$ cat config.mk
export PLATFORM = sky130hd
export DESIGN_NAME = stream_chain3
export DESIGN_NICKNAME = d
export VERILOG_FILES = /design/src/rtl/stream_chain_pkg.sv /design/src/rtl/sc_pipe_fifo.sv /design/src/rtl/sc_src_stage.sv /design/src/rtl/sc_add_stage.sv /design/src/rtl/sc_snk_stage.sv /design/src/rtl/stream_chain3.sv
export SDC_FILE = /design/constraint.sdc
export NUM_CORES = 2
export LEC_CHECK = 0
export CAP_MARGIN = 20
export CORE_AREA = 2 2 548 550
export CTS_BUF_LIST = sky130_fd_sc_hd__clkbuf_8
export CTS_CLUSTER_SIZE = 10
export DETAILED_ROUTE_END_ITERATION = 8
export DIE_AREA = 0 0 550 552
export HOLD_SLACK_MARGIN = 0.15
export PLACE_DENSITY = 0.43
export SLEW_MARGIN = 40
export SYNTH_ARGS = -nofsm -noshare
export SYNTH_HDL_FRONTEND = slang
export SYNTH_HIERARCHICAL = 1
export SYNTH_SLANG_ARGS = --single-unit
$ cat constraint.sdc
create_clock -name clk -period 9.71 [get_ports clk]
set_input_delay 2.4275 -clock clk [delete_from_list [all_inputs] [get_ports clk]]
set_output_delay 2.4275 -clock clk [all_outputs]
set_load 0.01 [all_outputs]
$ cat src/rtl/stream_chain_pkg.sv
package stream_chain_pkg;

  // Legal FIFO depths: a power of two from 16 up to 32768.
  function automatic bit depth_is_legal(int unsigned d);
    return (d >= 16) && (d <= 32768) && ((d & (d - 1)) == 0);
  endfunction

  // Width that holds every count from 0 to d.
  function automatic int unsigned level_width(int unsigned d);
    return $clog2(d) + 1;
  endfunction

endpackage

$ cat src/rtl/sc_pipe_fifo.sv
module sc_pipe_fifo
  import stream_chain_pkg::*;
#(
  parameter int unsigned DW    = 32,
  parameter int unsigned DEPTH = 32
) (
  input  logic                        clk,
  input  logic                        rst,
  input  logic                        push,
  input  logic [DW-1:0]               push_data,
  output logic                        full,
  input  logic                        pop,
  output logic [DW-1:0]               pop_data,
  output logic                        empty,
  output logic [level_width(DEPTH)-1:0] level,
  output logic [level_width(DEPTH)-1:0] capacity
);

  localparam int unsigned AW = $clog2(DEPTH);
  localparam int unsigned LW = level_width(DEPTH);

  generate
    if (!depth_is_legal(DEPTH)) begin : g_bad_depth
      $error("sc_pipe_fifo: DEPTH must be a power of two from 16 to 32768");
    end
  endgenerate

  logic [DW-1:0] mem [DEPTH];
  logic [AW-1:0] wr_ptr, rd_ptr, rd_addr_nxt;
  logic [LW-1:0] level_q;
  logic [DW-1:0] rd_q;
  logic          do_push, do_pop;

  assign full     = (level_q == LW'(DEPTH));
  assign empty    = (level_q == '0);
  assign do_push  = push && !full;
  assign do_pop   = pop && !empty;
  assign level    = level_q;
  assign capacity = LW'(DEPTH);
  assign pop_data = rd_q;

  assign rd_addr_nxt = do_pop ? rd_ptr + 1'b1 : rd_ptr;

  // Storage: synchronous write, no reset, so it maps onto block RAM.
  always_ff @(posedge clk) begin
    if (do_push) mem[wr_ptr] <= push_data;
  end

  // Registered read of the next head entry. A word written to that same
  // entry in this cycle is forwarded around the array.
  always_ff @(posedge clk) begin
    if (do_push && (wr_ptr == rd_addr_nxt)) rd_q <= push_data;
    else                                    rd_q <= mem[rd_addr_nxt];
  end

  always_ff @(posedge clk) begin
    if (rst) begin
      wr_ptr  <= '0;
      rd_ptr  <= '0;
      level_q <= '0;
    end else begin
      if (do_push) wr_ptr <= wr_ptr + 1'b1;
      rd_ptr <= rd_addr_nxt;
      case ({do_push, do_pop})
        2'b10:   level_q <= level_q + 1'b1;
        2'b01:   level_q <= level_q - 1'b1;
        default: level_q <= level_q;
      endcase
    end
  end

  // the writer stage never pushes into a full FIFO
  a_r4_push_not_full: assert property (@(posedge clk) disable iff (rst)
    push |-> !full);

  // the reader stage never pops an empty FIFO
  a_r4_pop_not_empty: assert property (@(posedge clk) disable iff (rst)
    pop |-> !empty);

  // the fill level never passes the capacity
  a_r6_level_cap: assert property (@(posedge clk) disable iff (rst)
    level_q <= LW'(DEPTH));

endmodule

$ cat src/rtl/sc_src_stage.sv
module sc_src_stage #(
  parameter int unsigned DW = 32,
  parameter int unsigned CW = 16
) (
  input  logic          clk,
  input  logic          rst,
  input  logic          load,
  input  logic [CW-1:0] load_cnt,
  input  logic          in_valid,
  input  logic [DW-1:0] in_data,
  output logic          in_ready,
  input  logic          q_full,
  output logic          q_push,
  output logic [DW-1:0] q_data,
  output logic          busy
);

  logic [CW-1:0] rem_q;

  assign busy     = (rem_q != '0);
  assign in_ready = busy && !q_full;
  assign q_push   = in_valid && in_ready;
  assign q_data   = in_data;

  always_ff @(posedge clk) begin
    if (rst)         rem_q <= '0;
    else if (load)   rem_q <= load_cnt;
    else if (q_push) rem_q <= rem_q - 1'b1;
  end

endmodule

$ cat src/rtl/sc_add_stage.sv
module sc_add_stage #(
  parameter int unsigned DW = 32,
  parameter int unsigned CW = 16
) (
  input  logic          clk,
  input  logic          rst,
  input  logic          load,
  input  logic [CW-1:0] load_cnt,
  input  logic [DW-1:0] load_incr,
  input  logic          in_empty,
  input  logic [DW-1:0] in_data,
  output logic          in_pop,
  input  logic          out_full,
  output logic          out_push,
  output logic [DW-1:0] out_data,
  output logic          busy
);

  logic [CW-1:0] rem_q;
  logic [DW-1:0] incr_q;
  logic [DW-1:0] hold_q;
  logic          hold_v;
  logic          slot_free;

  assign out_push  = hold_v && !out_full;
  assign slot_free = !hold_v || !out_full;
  assign in_pop    = (rem_q != '0) && !in_empty && slot_free;
  assign out_data  = hold_q;
  assign busy      = (rem_q != '0) || hold_v;

  always_ff @(posedge clk) begin
    if (rst) begin
      rem_q  <= '0;
      incr_q <= '0;
      hold_v <= 1'b0;
    end else if (load) begin
      rem_q  <= load_cnt;
      incr_q <= load_incr;
    end else begin
      if (in_pop) begin
        rem_q  <= rem_q - 1'b1;
        hold_v <= 1'b1;
      end else if (out_push) begin
        hold_v <= 1'b0;
      end
    end
  end

  always_ff @(posedge clk) begin
    if (in_pop) hold_q <= in_data + incr_q;
  end

  // a result blocked by a full FIFO is neither lost nor altered
  a_r2_hold_keep: assert property (@(posedge clk) disable iff (rst)
    (hold_v && out_full) |=> (hold_v && $stable(hold_q)));

endmodule

$ cat src/rtl/sc_snk_stage.sv
module sc_snk_stage #(
  parameter int unsigned DW = 32,
  parameter int unsigned CW = 16
) (
  input  logic          clk,
  input  logic          rst,
  input  logic          load,
  input  logic [CW-1:0] load_cnt,
  input  logic          in_empty,
  input  logic [DW-1:0] in_data,
  output logic          in_pop,
  output logic          out_valid,
  output logic [DW-1:0] out_data,
  input  logic          out_ready,
  output logic          done,
  output logic          busy
);

  logic [CW-1:0] rem_q;
  logic          xfer;

  assign busy   = (rem_q != '0);
  assign xfer   = out_valid && out_ready;
  assign in_pop = busy && !in_empty && (!out_valid || out_ready);

  always_ff @(posedge clk) begin
    if (rst) begin
      rem_q     <= '0;
      out_valid <= 1'b0;
      done      <= 1'b0;
    end else if (load) begin
      rem_q <= load_cnt;
      done  <= (load_cnt == '0);
    end else begin
      if (in_pop)    out_valid <= 1'b1;
      else if (xfer) out_valid <= 1'b0;
      if (xfer) begin
        rem_q <= rem_q - 1'b1;
        if (rem_q == CW'(1)) done <= 1'b1;
      end
    end
  end

  always_ff @(posedge clk) begin
    if (in_pop) out_data <= in_data;
  end

  // a stalled output holds its word
  a_r5_hold_output: assert property (@(posedge clk) disable iff (rst)
    (out_valid && !out_ready) |=> (out_valid && $stable(out_data)));

  // done only rises after the final handshake or an empty run
  a_r7_done_cause: assert property (@(posedge clk) disable iff (rst)
    $rose(done) |-> ($past(xfer) || $past(load)));

endmodule

$ cat src/rtl/stream_chain3.sv
module stream_chain3
  import stream_chain_pkg::*;
#(
  parameter int unsigned DW    = 32,
  parameter int unsigned DEPTH = 32,
  parameter int unsigned CW    = 16
) (
  input  logic                 clk,
  input  logic                 rst,
  input  logic                 start,
  input  logic [CW-1:0]        cfg_count,
  input  logic [DW-1:0]        cfg_incr,
  input  logic                 src_valid,
  input  logic [DW-1:0]        src_data,
  output logic                 src_ready,
  output logic                 snk_valid,
  output logic [DW-1:0]        snk_data,
  input  logic                 snk_ready,
  output logic                 done,
  output logic [$clog2(DEPTH):0] f0_level,
  output logic [$clog2(DEPTH):0] f0_capacity,
  output logic [$clog2(DEPTH):0] f1_level,
  output logic [$clog2(DEPTH):0] f1_capacity
);

  logic          src_busy, add_busy, snk_busy, running, go;
  logic          f0_push, f0_full, f0_pop, f0_empty;
  logic          f1_push, f1_full, f1_pop, f1_empty;
  logic [DW-1:0] f0_wdata, f0_rdata, f1_wdata, f1_rdata;

  assign running = src_busy || add_busy || snk_busy;
  assign go      = start && !running;

  sc_src_stage #(.DW(DW), .CW(CW)) u_src (
    .clk(clk), .rst(rst), .load(go), .load_cnt(cfg_count),
    .in_valid(src_valid), .in_data(src_data), .in_ready(src_ready),
    .q_full(f0_full), .q_push(f0_push), .q_data(f0_wdata), .busy(src_busy)
  );

  sc_pipe_fifo #(.DW(DW), .DEPTH(DEPTH)) u_fifo0 (
    .clk(clk), .rst(rst), .push(f0_push), .push_data(f0_wdata), .full(f0_full),
    .pop(f0_pop), .pop_data(f0_rdata), .empty(f0_empty),
    .level(f0_level), .capacity(f0_capacity)
  );

  sc_add_stage #(.DW(DW), .CW(CW)) u_add (
    .clk(clk), .rst(rst), .load(go), .load_cnt(cfg_count), .load_incr(cfg_incr),
    .in_empty(f0_empty), .in_data(f0_rdata), .in_pop(f0_pop),
    .out_full(f1_full), .out_push(f1_push), .out_data(f1_wdata), .busy(add_busy)
  );

  sc_pipe_fifo #(.DW(DW), .DEPTH(DEPTH)) u_fifo1 (
    .clk(clk), .rst(rst), .push(f1_push), .push_data(f1_wdata), .full(f1_full),
    .pop(f1_pop), .pop_data(f1_rdata), .empty(f1_empty),
    .level(f1_level), .capacity(f1_capacity)
  );

  sc_snk_stage #(.DW(DW), .CW(CW)) u_snk (
    .clk(clk), .rst(rst), .load(go), .load_cnt(cfg_count),
    .in_empty(f1_empty), .in_data(f1_rdata), .in_pop(f1_pop),
    .out_valid(snk_valid), .out_data(snk_data), .out_ready(snk_ready),
    .done(done), .busy(snk_busy)
  );

  // a finished chain is quiet at both ports
  a_r7_done_quiet: assert property (@(posedge clk) disable iff (rst)
    done |-> (!snk_valid && !src_ready));

  // a start during a run does not reset the sink's progress
  a_r9_start_ignored: assert property (@(posedge clk) disable iff (rst)
    (start && running && !done) |=> !done || $past(snk_valid && snk_ready));

endmodule

* Word-level counts from Yosys, hierarchy flattened
Memory sizes are Yosys's and may differ from the RTL's. A register that Yosys moved wholly into a read port is not among the register bits.
Index checks and enable logic that the tools add are counted.
W data, S select, Z words.
** Operators by class
- Multiplexer cells :: 21
- Eq/ne operators :: 7
- Shift operators :: 0
- Multiply operators :: 0
- Add/subtract/negate cells :: 12
- Bitwise logic cells :: 1
- Order comparisons :: 0
- Reduce and logical (&&, ||, !) cells :: 42
- Divide/modulo/power cells :: 0
** Operators with widths (number)
- $mux W16 :: 6
- $reduce_bool A16 Y1 :: 3
- $sub A16 B1 Y16 const B :: 3
- $add A32 B32 Y32 :: 1
- $pmux W6 S2 :: 2
- $add A5 B1 Y5 const B :: 4
- $eq A16 B1 Y1 const B :: 1
- $logic_not A16 Y1 :: 1
- $reduce_bool A2 Y1 :: 8
- $logic_and A1 B1 Y1 :: 13
- $add A6 B1 Y6 const B :: 2
- $eq A6 B6 Y1 const B :: 2
- $logic_not A6 Y1 :: 2
- $sub A6 B1 Y6 const B :: 2
- $mux W1 :: 11
- $mux W5 :: 2
- $logic_not A1 Y1 :: 7
- $reduce_and A2 Y1 :: 3
- $logic_or A1 B1 Y1 :: 5
- $eq A2 B1 Y1 const B :: 2
- $eq A2 B2 Y1 const B :: 2
- $not A1 Y1 :: 1
** Storage, ports and cells
- Logic and storage cells :: 100
- Register bits :: 179
- Input port bits :: 85
- Output and inout port bits :: 59
- Memory bits (writable) :: 2048
- Bits in latches :: 0
- ROM bits :: 0
- Memories :: 2
** Memory list
- u_fifo0.mem :: depth 32, width 32, rd ports 1, clocked after memory_dff 1, write ports 1, line sc_pipe_fifo.sv:28 : logic [DW-1:0] mem [DEPTH];
- u_fifo1.mem :: depth 32, width 32, rd ports 1, clocked after memory_dff 1, write ports 1, line sc_pipe_fifo.sv:28

* Logic depth before layout (Yosys ltp)
- Word-level depth :: 8
- Mapped depth :: 17
- Depth with buffers taken out :: 14

* By module
Netlist, hierarchy kept.
** Modules (own cells, without submodules)
- sc_pipe_fifo :: cells an instance 2058, seq. area each 31169.9 µm², times used 2, area each 40447.5 µm²
- sc_add_stage :: cells an instance 472, seq. area each 1941.9 µm², times used 1, area each 4649.5 µm²
- sc_snk_stage :: cells an instance 155, seq. area each 1321.3 µm², times used 1, area each 1986.9 µm²
- sc_src_stage :: cells an instance 164, seq. area each 320.3 µm², times used 1, area each 1327.5 µm²
- stream_chain3 :: cells an instance 1, seq. area each 0.0 µm², times used 1, area each 15.0 µm²

* Worst setup path before layout
No wires, ideal clock.
- Path type :: in2reg
- Start :: in snk_ready
- End :: reg u_fifo1.level_q[4], in the netlist u_fifo1/level[4]
- Setup slack :: 4.166 ns
- Arrival time :: 5.423 ns
- Setup time :: 0.121 ns
- Stages on the path :: 13
- Required time :: 9.589 ns
- Buffers on the path :: 1
- Path through :: inv_1 -> a21oi_1 -> and2_1 -> o31ai_4 -> inv_1 -> ha_1 -> clkbuf_1 -> xor2_1 -> ha_1 -> a21oi_1 -> a32oi_1 -> a31oi_1 -> mux2_2
** On the way
- Longest elaborated chain between the ends :: 5
- Elaborated cells on any way between the ends :: 7
- Those cells by class :: eq/ne (2); mux (1); reduce/logical (4)
** Ends and longest elaborated chain
- from (decl) :: line stream_chain3.sv:18 : input logic snk_ready,
- $logic_or A1 B1 Y1 (*) :: line sc_snk_stage.sv:24 : assign in_pop = busy && !in_empty && (!out_valid || out_ready);
- $logic_and A1 B1 Y1 (*) :: line sc_snk_stage.sv:24
- via f1_pop :: line stream_chain3.sv:28 : logic f1_push, f1_full, f1_pop, f1_empty;
- $logic_and A1 B1 Y1 (*) :: line sc_pipe_fifo.sv:37 : assign do_pop = pop && !empty;
- $eq A2 B1 Y1 / $eq A2 B2 Y1 (equally long branches) :: line sc_pipe_fifo.sv:64 : case ({do_push, do_pop})
- $pmux W6 S2 / $reduce_bool A2 Y1 (equally long branches)
- to (signal assigned) :: line sc_pipe_fifo.sv:65 : 2'b10: level_q <= level_q + 1'b1;
- to (signal assigned) :: line sc_pipe_fifo.sv:66 : 2'b01: level_q <= level_q - 1'b1;
- to (signal assigned) :: line sc_pipe_fifo.sv:67 : default: level_q <= level_q;
- to (decl) :: line sc_pipe_fifo.sv:30 : logic [LW-1:0] level_q;
Mark *: on every way through the listed nets, which the timed path passes. The rest lies on a longest branch.
A chain may end at the register's enable or synchronous reset.

==> results.toml <==
[min_path]
hp-class = "reg -> reg"

[logic_synthesis]
yosysWarnings = 6
synth_area_um2 = 88900
synth_cell_types = 89
synth_edf_count = 2112
async_flop_share_pct = 0
ys.flop_type = "edfxtp_1"
syn_inst = 4908
syn_area_per_cell_um2 = 18.1
synth_seq_cells = 2237
seq_area_frac_synth_pct = 74.2

[power_and_ir_drop]
p_total_mw = 25.1
ir_worst_vdd_mv = 0.157
power.leakage_nw = 32.3
power_density_nw_per_um2 = 244

[routing]
drc = 0
routed_wl_um = 260000
wl_per_cell_um = 27.2
ant_nets = 0
first_iter_violations = 3514
dr.pass1.iters = 7
viasPerCell = 4.94
vias = 47200

[grt]
grt_max_degree = 141
gr-total-overflow = 0
antenna_found_initial = 23
track_usage_pct = 16.8
grt_pass1_wl_um = 368000
grt_pass1_vias = 48600

[setup_path]
crit_type = "reg -> reg"
crit_fanout = 72
end_kind = "flop"
start_kind = "flop"
cp.arrival_ns = 6.58
critical_path_required_ns = 10.40

[timing]
relSlewSlack_pct = 43.0
finalCriticalPeriod_ns = 5.89
worstMarginPinSlew_ns = 0.854
setup_violations = 0
drv_slew = 0
fin_crit_sh_pct = 60.6
finalHoldViolCount = 0
fin_skew_ns = 0.0846
fin_setup_tns_ns = 0
fmax_mhz = 170
rsz0062_at_grt = "false"

[placement]
port_buffers = 131
dp_hpwl_um = 147000
gp_congestion = 0.771
placed_cell_area_um2 = 95900

[final_layout]
drive_above_1_share_pct = 25.5
layout_commonest_cell = "edfxtp_1"
finalInstanceArea_um2 = 103000
area_delta_synth_final_pct = 15.7
final_cell_mix = "2112 x edfxtp_1, 402 x clkbuf_8, 391 x mux2_2"
fin_nets = 5437

[die]
fp.dieW_um = 550
rows = 201
start_util_pct = 29.8
coreArea_um2 = 298000
die_y_um = 552
ios = 144
dieArea_um2 = 304000

[cts]
clock-sinks = 2237
htree_num_levels = 5
clock_latency_ns = 1.00
clkTransAtPathRegs_ns = 0.07
max-clock-path-buffers = 4
cts_tree = "done"
cts.root.buffer_cell = "clkbuf_8"
cts-buffers-inserted = 388
postCtsHoldBufs = 0
cts_resized = 0
postCtsSetupBuffers = 0

[outcome]
status = "complete, no violations"

[flow_run]
cap_violations = 0
-- cells by family (layout without fill, tap and decap cells) --
family	count (synthesis)	count (layout)	share of synthesized area, %
DFF	2237	2237	74.2
and+or+nand+nor	758	758	4.73
AOI/OAI and AO/OA	732	732	5.72
muxes	688	688	11.9
buffers and inverters	359	1033	1.93
xor gates and xnor gates	77	77	0.759
adders and majority gates	53	53	0.755
other	4	21	0.0169
-- sequential cells by signal (all words and copies together), names as in the netlist, named ones only --
signal,flops
u_add/hold_v,1
u_add/incr_q,32
u_add/out_data,32
u_add/rem_q,16
u_fifo0/level,6
u_fifo0/mem,1024
u_fifo0/rd_ptr,5
u_fifo0/wr_ptr,5
u_fifo1/level,6
u_fifo1/mem,1024
u_fifo1/rd_ptr,5
u_fifo1/wr_ptr,5
u_snk/done,1
u_snk/out_data,32
u_snk/out_valid,1
u_snk/rem_q,16
u_src/rem_q,16
-- synth_stat cells, types with 13 or more instances --
master / n / share of area, %
mux4_2: 256 / 6.5
or3_1: 19 / 0.13
mux2_2: 391 / 5.0
a22o_1: 128 / 1.3
a21oi_1: 53 / 0.30
a311oi_1: 15 / 0.15
inv_1: 35 / 0.15
and3_1: 14 / 0.099
nor4_1: 19 / 0.13
nor3_1: 143 / 0.81
ha_1: 52 / 0.73
o22ai_1: 132 / 0.93
buf_4: 48 / 0.41
dfxtp_1: 125 / 2.8
nand2b_1: 13 / 0.092
xor2_1: 31 / 0.31
nor2b_1: 149 / 1.0
or4_1: 73 / 0.62
xnor2_1: 46 / 0.45
a211oi_1: 146 / 1.2
nand2_1: 48 / 0.20
mux2i_1: 41 / 0.46
nor2_1: 183 / 0.77
nand3_1: 22 / 0.12
buf_1: 28 / 0.12
a21o_1: 13 / 0.11
clkbuf_1: 199 / 0.84
buf_2: 26 / 0.15
edfxtp_1: 2112 / 71
buf_6: 21 / 0.27
o21ai_0: 155 / 0.87
-- where the power goes --
| part | switching [mW] | total [mW] | leakage, nW | internal [mW] |
|---|---|---|---|---|
| sequential | 0.396 | 12.2 | 20.0 | 11.8 |
| clock | 3.83 | 7.72 | 3.96 | 3.89 |
| combinational | 3.23 | 5.23 | 8.31 | 2.00 |
-- layout make-up --
class	count	area [µm²]
clock inverter	279	1230
timing repair buffer	315	3080
fill	28500	195000
tap	3958	4950
multi-input combinational	2320	21900
antenna	9	22.5
clock buffer	402	5530
sequential	2237	65900
inverter	37	139
-- routing by layer --
layer	global-route usage, %	up-vias	share of wire (%)
met1	21.9	25000	43
li1	-	20700	-
met5	0	-	0.022
met3	2.56	384	4.2
met2	29.1	1129	51
met4	4.36	8	2.4
-- stage by stage --
step	utilization (%)	hold WS [ns]	setup WS [ns]	std cells
final	34.5	0.445	3.82	9557
after floorplan	-	0.427	4.17	4916
after global routing	34.5	0.470	3.50	9555
after global placement	31.9	0.450	3.46	8811
after CTS	34.4	0.453	3.77	9544
after detailed placement	32.2	0.442	3.55	8863
-- worst paths after layout --
| check | end | depth (start not counted) | slack [ns] | startpoint |
|---|---|---|---|---|
| setup / recovery | u_add/out_data[30] | 14 | 3.82 | flop |
| hold / removal | flop | 1 | 0.45 | u_fifo1/rd_ptr[4] |
| setup reg to reg | u_add/out_data[30] | 14 | 3.82 | flop |
| hold reg to reg | flop | 1 | 0.45 | u_fifo1/rd_ptr[4] |
-- critical path, stage by stage, from the launching register on --
cell       delay [ns]
dfxtp_4          0.84
buf_12           0.50
mux4_2           0.61
a22o_1           0.24
or4_1            0.61
ha_1             0.28
fa_1             0.41
a21o_1           0.23
a221oi_2         0.34
o21ai_1          0.13
buf_4            0.18
o2111ai_1        0.40
nand3_1          0.28
a211oi_1         0.33
xnor2_1          0.10
Power figures use the tool's default switching activity.
